File: src/rtl/mupd_pkg.sv
package mupd_pkg;

    localparam int REG_W = 8;
    localparam logic [REG_W-1:0] FORCE_CODE  = 8'h01;
    localparam logic [REG_W-1:0] DRV_ON_CODE = 8'h01;

    typedef enum logic [1:0] {
        RST_NONE   = 2'd0,
        RST_REBOOT = 2'd1,
        RST_REENUM = 2'd2,
        RST_RSVD   = 2'd3
    } restart_e;

    typedef struct packed {
        logic     eport;
        logic     uport;
        restart_e restart;
        logic     zero_out;
    } fs_cfg_t;

    typedef struct packed {
        logic reboot;
        logic reenum;
        logic uport;
        logic eport;
    } fs_req_t;

    function automatic fs_cfg_t decode_fs(input logic [REG_W-1:0] raw);
        fs_cfg_t c;
        c.zero_out = raw[0];
        c.restart  = restart_e'(raw[2:1]);
        c.uport    = raw[3];
        c.eport    = raw[4];
        return c;
    endfunction

    function automatic fs_req_t cfg_to_req(input fs_cfg_t c);
        fs_req_t r;
        r.reboot = (c.restart == RST_REBOOT);
        r.reenum = (c.restart == RST_REENUM);
        r.uport  = c.uport;
        r.eport  = c.eport;
        return r;
    endfunction

endpackage

File: src/rtl/mupd_period_timer.sv
module mupd_period_timer
    import mupd_pkg::*;
#(
    parameter int RATE_W = REG_W
) (
    input  logic              clk,
    input  logic              rst,
    input  logic [RATE_W-1:0] rate_i,
    input  logic              ms_tick_i,
    output logic              hit_o
);
    logic [RATE_W-1:0] rate_q;
    logic [RATE_W-1:0] cnt_q;
    logic              rate_chg;
    logic              at_end;

    assign rate_chg = (rate_i != rate_q);
    assign at_end   = (cnt_q == rate_i - RATE_W'(1));
    assign hit_o    = ms_tick_i && !rate_chg && (rate_i != '0) && at_end;

    always_ff @(posedge clk) begin
        if (rst) begin
            rate_q <= '0;
            cnt_q  <= '0;
        end else begin
            rate_q <= rate_i;
            if (rate_chg || rate_i == '0) begin
                cnt_q <= '0;
            end else if (ms_tick_i) begin
                cnt_q <= at_end ? '0 : cnt_q + RATE_W'(1);
            end
        end
    end
endmodule

File: src/rtl/mupd_force_reg.sv
module mupd_force_reg
    import mupd_pkg::*;
(
    input  logic             clk,
    input  logic             rst,
    input  logic             we_i,
    input  logic [REG_W-1:0] wdata_i,
    output logic             fire_o,
    output logic [REG_W-1:0] rd_o
);
    logic pend_q;

    assign fire_o = pend_q;
    assign rd_o   = pend_q ? FORCE_CODE : '0;

    always_ff @(posedge clk) begin
        if (rst) begin
            pend_q <= 1'b0;
        end else if (we_i) begin
            pend_q <= (wdata_i == FORCE_CODE);
        end else if (pend_q) begin
            pend_q <= 1'b0;
        end
    end
endmodule

File: src/rtl/mupd_failsafe.sv
module mupd_failsafe
    import mupd_pkg::*;
#(
    parameter int CNT_W = 8
) (
    input  logic             clk,
    input  logic             rst,
    input  logic             fail_i,
    input  logic [REG_W-1:0] ctrl_i,
    output logic             zero_o,
    output fs_req_t          req_o,
    output logic [CNT_W-1:0] count_o
);
    logic    fail_q;
    logic    event_w;
    fs_cfg_t cfg;

    assign cfg     = decode_fs(ctrl_i);
    assign event_w = fail_i && !fail_q;
    assign zero_o  = event_w && cfg.zero_out;

    always_ff @(posedge clk) begin
        if (rst) begin
            fail_q  <= 1'b0;
            req_o   <= '0;
            count_o <= '0;
        end else begin
            fail_q <= fail_i;
            req_o  <= event_w ? cfg_to_req(cfg) : '0;
            if (event_w) begin
                count_o <= count_o + CNT_W'(1);
            end
        end
    end
endmodule

File: src/rtl/motor_update_sched.sv
module motor_update_sched
    import mupd_pkg::*;
#(
    parameter int NUM_CH = 4,
    parameter int LVL_W  = 8,
    parameter int CNT_W  = 8
) (
    input  logic                    clk,
    input  logic                    rst,
    input  logic [7:0]              drv_en_i,
    input  logic [7:0]              rate_i,
    input  logic                    force_we_i,
    input  logic [7:0]              force_wdata_i,
    input  logic [7:0]              fs_ctrl_i,
    input  logic                    ms_tick_i,
    input  logic                    fail_i,
    input  logic [NUM_CH*LVL_W-1:0] stage_lvl_i,
    output logic [NUM_CH*LVL_W-1:0] act_lvl_o,
    output logic                    upd_pulse_o,
    output logic [7:0]              force_reg_o,
    output logic                    req_reboot_o,
    output logic                    req_reenum_o,
    output logic                    req_uport_o,
    output logic                    req_eport_o,
    output logic [CNT_W-1:0]        fs_count_o
);
    localparam int BANK_W = NUM_CH * LVL_W;

    logic    tick_hit;
    logic    force_fire;
    logic    fs_zero;
    logic    load;
    logic    drv_on;
    fs_req_t req;
    logic [BANK_W-1:0] bank_q;

    mupd_period_timer #(.RATE_W(REG_W)) u_timer (
        .clk       (clk),
        .rst       (rst),
        .rate_i    (rate_i),
        .ms_tick_i (ms_tick_i),
        .hit_o     (tick_hit)
    );

    mupd_force_reg u_force (
        .clk     (clk),
        .rst     (rst),
        .we_i    (force_we_i),
        .wdata_i (force_wdata_i),
        .fire_o  (force_fire),
        .rd_o    (force_reg_o)
    );

    mupd_failsafe #(.CNT_W(CNT_W)) u_fs (
        .clk     (clk),
        .rst     (rst),
        .fail_i  (fail_i),
        .ctrl_i  (fs_ctrl_i),
        .zero_o  (fs_zero),
        .req_o   (req),
        .count_o (fs_count_o)
    );

    assign load   = tick_hit || force_fire;
    assign drv_on = (drv_en_i == DRV_ON_CODE);

    for (genvar ch = 0; ch < NUM_CH; ch++) begin : g_ch
        always_ff @(posedge clk) begin
            if (rst || fs_zero) begin
                bank_q[ch*LVL_W +: LVL_W] <= '0;
            end else if (load) begin
                bank_q[ch*LVL_W +: LVL_W] <= stage_lvl_i[ch*LVL_W +: LVL_W];
            end
        end
        assign act_lvl_o[ch*LVL_W +: LVL_W] = drv_on ? bank_q[ch*LVL_W +: LVL_W] : '0;
    end

    always_ff @(posedge clk) begin
        if (rst) upd_pulse_o <= 1'b0;
        else     upd_pulse_o <= load;
    end

    assign req_reboot_o = req.reboot;
    assign req_reenum_o = req.reenum;
    assign req_uport_o  = req.uport;
    assign req_eport_o  = req.eport;
endmodule

File: config.mk
export PLATFORM = sky130hd
export DESIGN_NAME = motor_update_sched
export DESIGN_NICKNAME = d
export VERILOG_FILES = /design/src/rtl/mupd_pkg.sv /design/src/rtl/mupd_period_timer.sv /design/src/rtl/mupd_force_reg.sv /design/src/rtl/mupd_failsafe.sv /design/src/rtl/motor_update_sched.sv
export SDC_FILE = /design/constraint.sdc
export NUM_CORES = 1
export LEC_CHECK = 0
export BUFFER_PORTS_ARGS = -buffer_cell sky130_fd_sc_hd__buf_2
export CORE_ASPECT_RATIO = 1.1
export CORE_UTILIZATION = 30
export DETAILED_ROUTE_END_ITERATION = 8
export MAX_ROUTING_LAYER = met4
export PLACE_DENSITY = 0.64
export SLEW_MARGIN = 40
export SYNTH_ARGS = -nofsm -noshare
export SYNTH_HDL_FRONTEND = slang
export SYNTH_SLANG_ARGS = --single-unit
File: constraint.sdc
create_clock -name clk -period 2.7 [get_ports clk]
set_input_delay 0.135 -clock clk [delete_from_list [all_inputs] [get_ports clk]]
set_output_delay 0.135 -clock clk [all_outputs]
set_load 0.1 [all_outputs]
==> results of run 1 <==
-- per-stage QoR --
stage	instance area [um^2]	worst slack (ns)	hold WS, ns	power, uW	instances
CTS	3834	0.5751	0.002104	2078	551
global route	3834	0.3894	0.001824	2139	551
floorplan	2977	0.5996	0.2106	1122	323
detailed placement	3567	0.2147	0.3022	1184	531
finish	3834	0.5364	0.01740	2035	551
global placement	3567	0.3000	0.2993	1181	531
-- worst max-delay path: cells and delay by family --
family,cells,cell delay (ns)
compound gates,3,0.75
simple gates,3,0.55
buf+inv,3,0.44
fa+ha+maj,1,0.25
mux,1,0.20
-- cell type report --
| cell class | count | area (um^2) | share of cell area (%) |
|---|---|---|---|
| multi-input cells | 232 | 1550 | 40.44 |
| flip-flops and latches | 63 | 1261 | 32.90 |
| well taps | 117 | 146.4 | 3.819 |
| clock buffers | 13 | 178.9 | 4.667 |
| inverters | 5 | 18.77 | 0.4896 |
| repair buffers | 119 | 640.6 | 16.71 |
| clock inverters | 2 | 37.54 | 0.9791 |
-- state kept, by name, indices dropped and copies added (netlist names) --
register and cells:
u_force.fire_o 1, u_fs.req_o 4, u_fs.count_o 8, u_fs.fail_q 1
upd_pulse_o 1, bank_q 32, u_timer.rate_q 8, u_timer.cnt_q 8
-- logic make-up (layout without fill, tap and decap cells) --
logic type                 after synthesis  after routing
AOI/OAI and AO/OA                       20             20
xor gates and xnor gates                28             28
adders and majority gates                4              4
buffers and inverters                   28            139
DFF                                     63             63
muxes                                   33             33
other                                    1              7
and+or+nand+nor                        140            140
-- power by group --
part	switching, uW	internal [uW]	total, uW
Sequential	6.36	941	948
Clock	346	523	868
Combinational	147	72.1	219
Total	499	1540	2040
-- synth_stat cells (all sizes together), types with 2 or more instances --
cell	count	area share, %
dfxtp	63	43
nor2	54	6.9
and2	35	7.4
mux2i	33	11
xor2	21	6.2
buf	12	3.6
clkbuf	11	1.4
nor2b	11	2.3
nand2	10	1.3
xnor2	7	2.1
nand3	6	1.0
a21oi	5	0.85
inv	5	0.64
a31oi	4	1.4
ha	4	1.7
nor4	4	0.85
nor3	3	0.68
o21ai	3	0.51
a2111oi	2	1.2
and3	2	0.42
and4	2	0.59
nand4b	2	0.59
nor3b	2	0.51
o211ai	2	0.51
-- worst paths after layout --
check        cells after the start  slack (ns)                        to                           from
max reg2reg                      7        0.57   bank_q[12]$_SDFFE_PP0P_  u_timer.cnt_q[2]$_SDFFE_PP0P_
min reg2reg                      2        0.48   bank_q[17]$_SDFFE_PP0P_        bank_q[17]$_SDFFE_PP0P_
max                             11        0.54   bank_q[12]$_SDFFE_PP0P_                      rate_i[0]
min                              2        0.02  u_fs.req_o[0]$_SDFF_PP0_                   fs_ctrl_i[4]
-- timing repair --
action                                 CTS  global route
setup endpoints to repair                0             0
hold buffers                             5             0
endpoints found under the hold margin    4             0
-- routing by layer --
metal	vias up	track usage [%]	share of wire, %
met2	89	22.03	46
li1	1261	-	-
met5	-	-	0
met1	1138	14.93	46
met4	0	5.437	1.8
met3	11	3.156	6.0
==> impl_metrics.toml, run 1 <==
[worst_setup_path]
cp-start-kind = "input port"
path_class = "input port to flop"
critPathMaxStageDelay_ns = 0.35
crit_chain = "buf_2 -> inv_1 -> ha_1 -> nor2b_1 -> or3_1 -> a31o_1 -> a2111oi_4 -> a31oi_4 -> buf_12 -> mux2i_1 -> nor2_1"
worstPathRequired_ns = 2.91
cp.arrival_ns = 2.37
crit_path_end_kind = "flop"
slowest_stage = "or3_1"
critPathMaxFanout = 33

[flow_run]
drv_cap = 0

[sta]
max_freq_mhz = 462.2
setup_viol_count_final = 0
finalHoldViolations = 0
finalCritPeriodShare_pct = 80.13
post-route-min-period_ns = 2.164
setup_tns_ns = 0
fin_skew_ns = 0.009428
slew_viol_final = 0
rsz0062_at_grt = "false"

[clock_tree]
cts_resized = 0
cts_inserted_buffers = 9
cts_max_level = 3
clk_latency_ns = 0.33
clk_pin_slew_ns = 0.07
root_buffer = "clkbuf_8"
cts_tree = "built"
clkSinkCount = 63
postCtsSetupBuffers = 0
cts_buffer_depth = 2

[yosys]
synthDistinctLibCells = 42
synth_warnings = 0
avgSynthCellArea_um2 = 9.319
synth.mux.area_fraction_pct = 11.18
ys_ff_latch = 63
synth_compound_area_share_pct = 5.506
yosys.area_share.simple_pct = 24.90
synth-seq-area-share_pct = 42.69
synthCells = 317
synth-edff-count = 0
synth_top_family_by_area = "simple AND/OR/NAND/NOR gates"
synthArstFlopShare_pct = 0
synth_area_um2 = 2954
synthAdderAreaFrac_pct = 1.694
synth-main-ff-cell = "dfxtp_1"
synth_xor_area_share_pct = 8.302

[route]
detail_route.wl_per_cell_um = 11.40
ant_nets = 0
route.detailed.drc = 0
vias = 2499
vias_per_cell = 4.535
drt_first_iter_violations = 58
wirelength_mm = 6.281
first_pass_iters = 4

[die]
core_area_um2 = 9444
die_h_um = 106.1
std_cell_rows = 37
start_util_pct = 31.28
dieArea_um2 = 10250
die_x_um = 96.62
io-pin-count = 122

[power_and_ir_drop]
peakVddDrop_mv = 0.2744
power_density_nw_per_um2 = 530.9
p_leak_uw = 0.001976

[layout]
drive_gt1_share_pct = 30.65
layout_common_cells = "buf_2, dfxtp_1, nor2_1"
finalNetCount = 503
diodes = 0
fillerInstances = 944
syn_to_final_growth_pct = 29.78
layout_commonest_cell = "buf_2"
utilization_pct = 40.59

[worst_hold_path]
hold_class = "input port to flop"

[placed_design]
io_buffers = 111
place_congestion = 0.7604
hpwlAfterDp_mm = 4.532

[global_route]
antenna_found_initial = 0
grt_pass1_vias = 2373
overflow = 0
grt_first_pass_wirelength_mm = 10.72
grt_usage_pct = 13.09
grt_start_max_net_pins = 34

[status]
status = "complete, no violations"
Note: power is estimated with default switching activity, not from simulation.
==> run 2, diff against run 1 <==
Settings changed: ABC_AREA set to 1, PLACE_DENSITY 0.64 to 0.65.
Clock period 2.7 ns to 1.9 ns, I/O delays scaled along.
==> run 2 against run 1 <==
Sequential power is 42% higher; critical endpoint unchanged; cell count increased by 38%; total power increased by 64%; clock skew shrank 0.0039 ns.
==> impl_metrics.toml, run 2 <==
[status]
status = "complete, no violations"

[layout]
finalNetCount = 687
layout_common_cells = "nor2_1, nand2_1, buf_2"
multi_input_area_um2 = 1531
diodes = 0
fin_cells = 761
fillerInstances = 998
drive_gt1_share_pct = 24.11
utilization_pct = 47.29
largest_reg_flops = 32
regArea_um2 = 1267
syn_to_final_growth_pct = 53.08
top_register = "bank_q"
design_area_um2 = 4915
layout_commonest_cell = "nor2_1"

[route]
route.detailed.drc = 0
detail_route.wl_per_cell_um = 10.98
drt_first_iter_violations = 140
wirelength_mm = 8.357
ant_nets = 0
vias = 3384
vias_per_cell = 4.447
first_pass_iters = 6

[yosys]
ys_ff_latch = 63
yosys.area.top_type = "dfxtp_1"
synth-edff-count = 0
synth_commonest_cells = "nor2_1, nand2_1, inv_1"
synth-seq-area-share_pct = 39.28
synth_area_leaders = "dfxtp_1, nor2_1, nand2_1"
post-synth-top-count-cell = "nor2_1"
synth-main-ff-cell = "dfxtp_1"
synthArstFlopShare_pct = 0
synth_area_um2 = 3211
synthDistinctLibCells = 27
synth_warnings = 0
synthCells = 485
netlist.area_leader.share_pct = 39.28
avgSynthCellArea_um2 = 6.620

[flow_run]
drv_cap = 0

[sta]
slew_viol_final = 0
setup_tns_ns = 0
setup_viol_count_final = 0
layout_setup_ws_ns = 0.1815
finalCritPeriodShare_pct = 90.45
max_freq_mhz = 581.9
rsz0062_at_grt = "false"
finalHoldViolations = 0
fin_skew_ns = 0.005553
post-route-min-period_ns = 1.718

[global_route]
grt_usage_pct = 15.31
grt_pass1_vias = 3043
grt_start_max_net_pins = 66
grt_first_pass_wirelength_mm = 13.34
antenna_found_initial = 0
overflow = 0

[worst_hold_path]
hold_class = "input port to flop"

[placed_design]
post-place-ws_ns = 0.05094
hpwlAfterDp_mm = 5.668
place_congestion = 0.8327
placed_cell_area_um2 = 4355
io_buffers = 111
place_inst = 724

[power_and_ir_drop]
p_int_uw = 2543
peakVddDrop_mv = 0.3904
seq_power_share_pct = 40.3
p_leak_uw = 0.002314
clkPwrFrac_pct = 49.0
switchingPower_uw = 800.4
p_sw_share_pct = 23.94
power_density_nw_per_um2 = 680.3
p_comb_share_pct = 10.6

[worst_setup_path]
path_class = "flop to flop"
worstPathRequired_ns = 2.11
cp-start-kind = "flop"
crit_path_end_kind = "flop"
cp.arrival_ns = 1.93
critPathMaxFanout = 32

[clock_tree]
root_buffer = "clkbuf_16"
cts_buffer_depth = 2
cts_max_level = 3
cts_inserted_buffers = 9
clkSinkCount = 63
clk_pin_slew_ns = 0.05
cts_tree = "built"
clk_latency_ns = 0.32

[die]
dieArea_um2 = 11120
core_area_um2 = 10390
die_x_um = 100.6
start_util_pct = 30.89
die_h_um = 110.5
io-pin-count = 122
std_cell_rows = 39
[run 2: what timing repair did]
| action | CTS | global route |
|---|---|---|
| hold endpoints to repair | 21 | 0 |
| setup endpoints to repair | 0 | 24 |
| hold buffers | 21 | 0 |
| resized for setup | 0 | 7 |
| buffers inserted | 0 | 0 |
[run 2: cells by family (layout without fill, tap and decap cells)]
group / Yosys count / after routing / synth area share [%]
compound gates: 48 / 48 / 7.638
xor+xnor: 16 / 16 / 4.365
fa+ha+maj: 4 / 4 / 1.559
buf+inv: 102 / 229 / 14.42
flops: 63 / 63 / 39.28
other cells: 1 / 7 / 0.1168
simple gates: 251 / 251 / 32.62
[run 2: through the flow]
stage | hold WS (ns) | power, uW
finish | 0.005656 | 3343
global route | 0.01156 | 3490
CTS | 0.0004460 | 3396
detailed placement | 0.2767 | 1696
global placement | 0.2745 | 1691
floorplan | 0.1718 | 1594
[run 2: power by group through the flow]
stage / combinational, uW / sequential, uW / clock (uW)
final: 356 / 1350 / 1640
after global routing: 388 / 1350 / 1750
after CTS: 355 / 1350 / 1690
after detailed placement: 319 / 1380 / 0
after global placement: 315 / 1380 / 0
after floorplan: 170 / 1420 / 0
[run 2: final cells by class]
class / count / share of cell area, %
multi-input combinational: 326 / 31.16
inverter: 71 / 5.423
tap: 143 / 3.641
timing repair buffer: 143 / 27.90
clock buffer: 12 / 5.219
clock inverter: 3 / 0.8656
sequential: 63 / 25.79
[run 2: worst paths after layout]
check,startpoint,endpoint,slack (ns),depth (start not counted)
max reg2reg,u_timer.cnt_q[4]$_SDFFE_PP0P_,bank_q[12]$_SDFFE_PP0P_,0.18,10
max,u_timer.cnt_q[4]$_SDFFE_PP0P_,bank_q[12]$_SDFFE_PP0P_,0.18,10
min reg2reg,u_fs.count_o[7]$_SDFFE_PP0P_,u_fs.count_o[7]$_SDFFE_PP0P_,0.48,1
min,stage_lvl_i[20],bank_q[20]$_SDFFE_PP0P_,0.006,3
[run 2: layer usage]
layer / share of wire [%] / GRT usage, % / vias to the layer above
li1: - / - / 1739
met1: 44 / 17.79 / 1514
met2: 49 / 25.75 / 123
met3: 6.6 / 4.177 / 8
met4: 0.84 / 4.155 / 0
met5: 0 / - / -
[run 2: critical path: stages, from the launching register on]
cell and delay [ns]:
dfxtp_1 0.43, nor2_1 0.09, nor2_1 0.11, nand2_1 0.06, nand2_1 0.06, nand4_1 0.12, nor2_4 0.19, nand3_4 0.13
clkbuf_16 0.23, a21oi_1 0.14, nor2_1 0.06
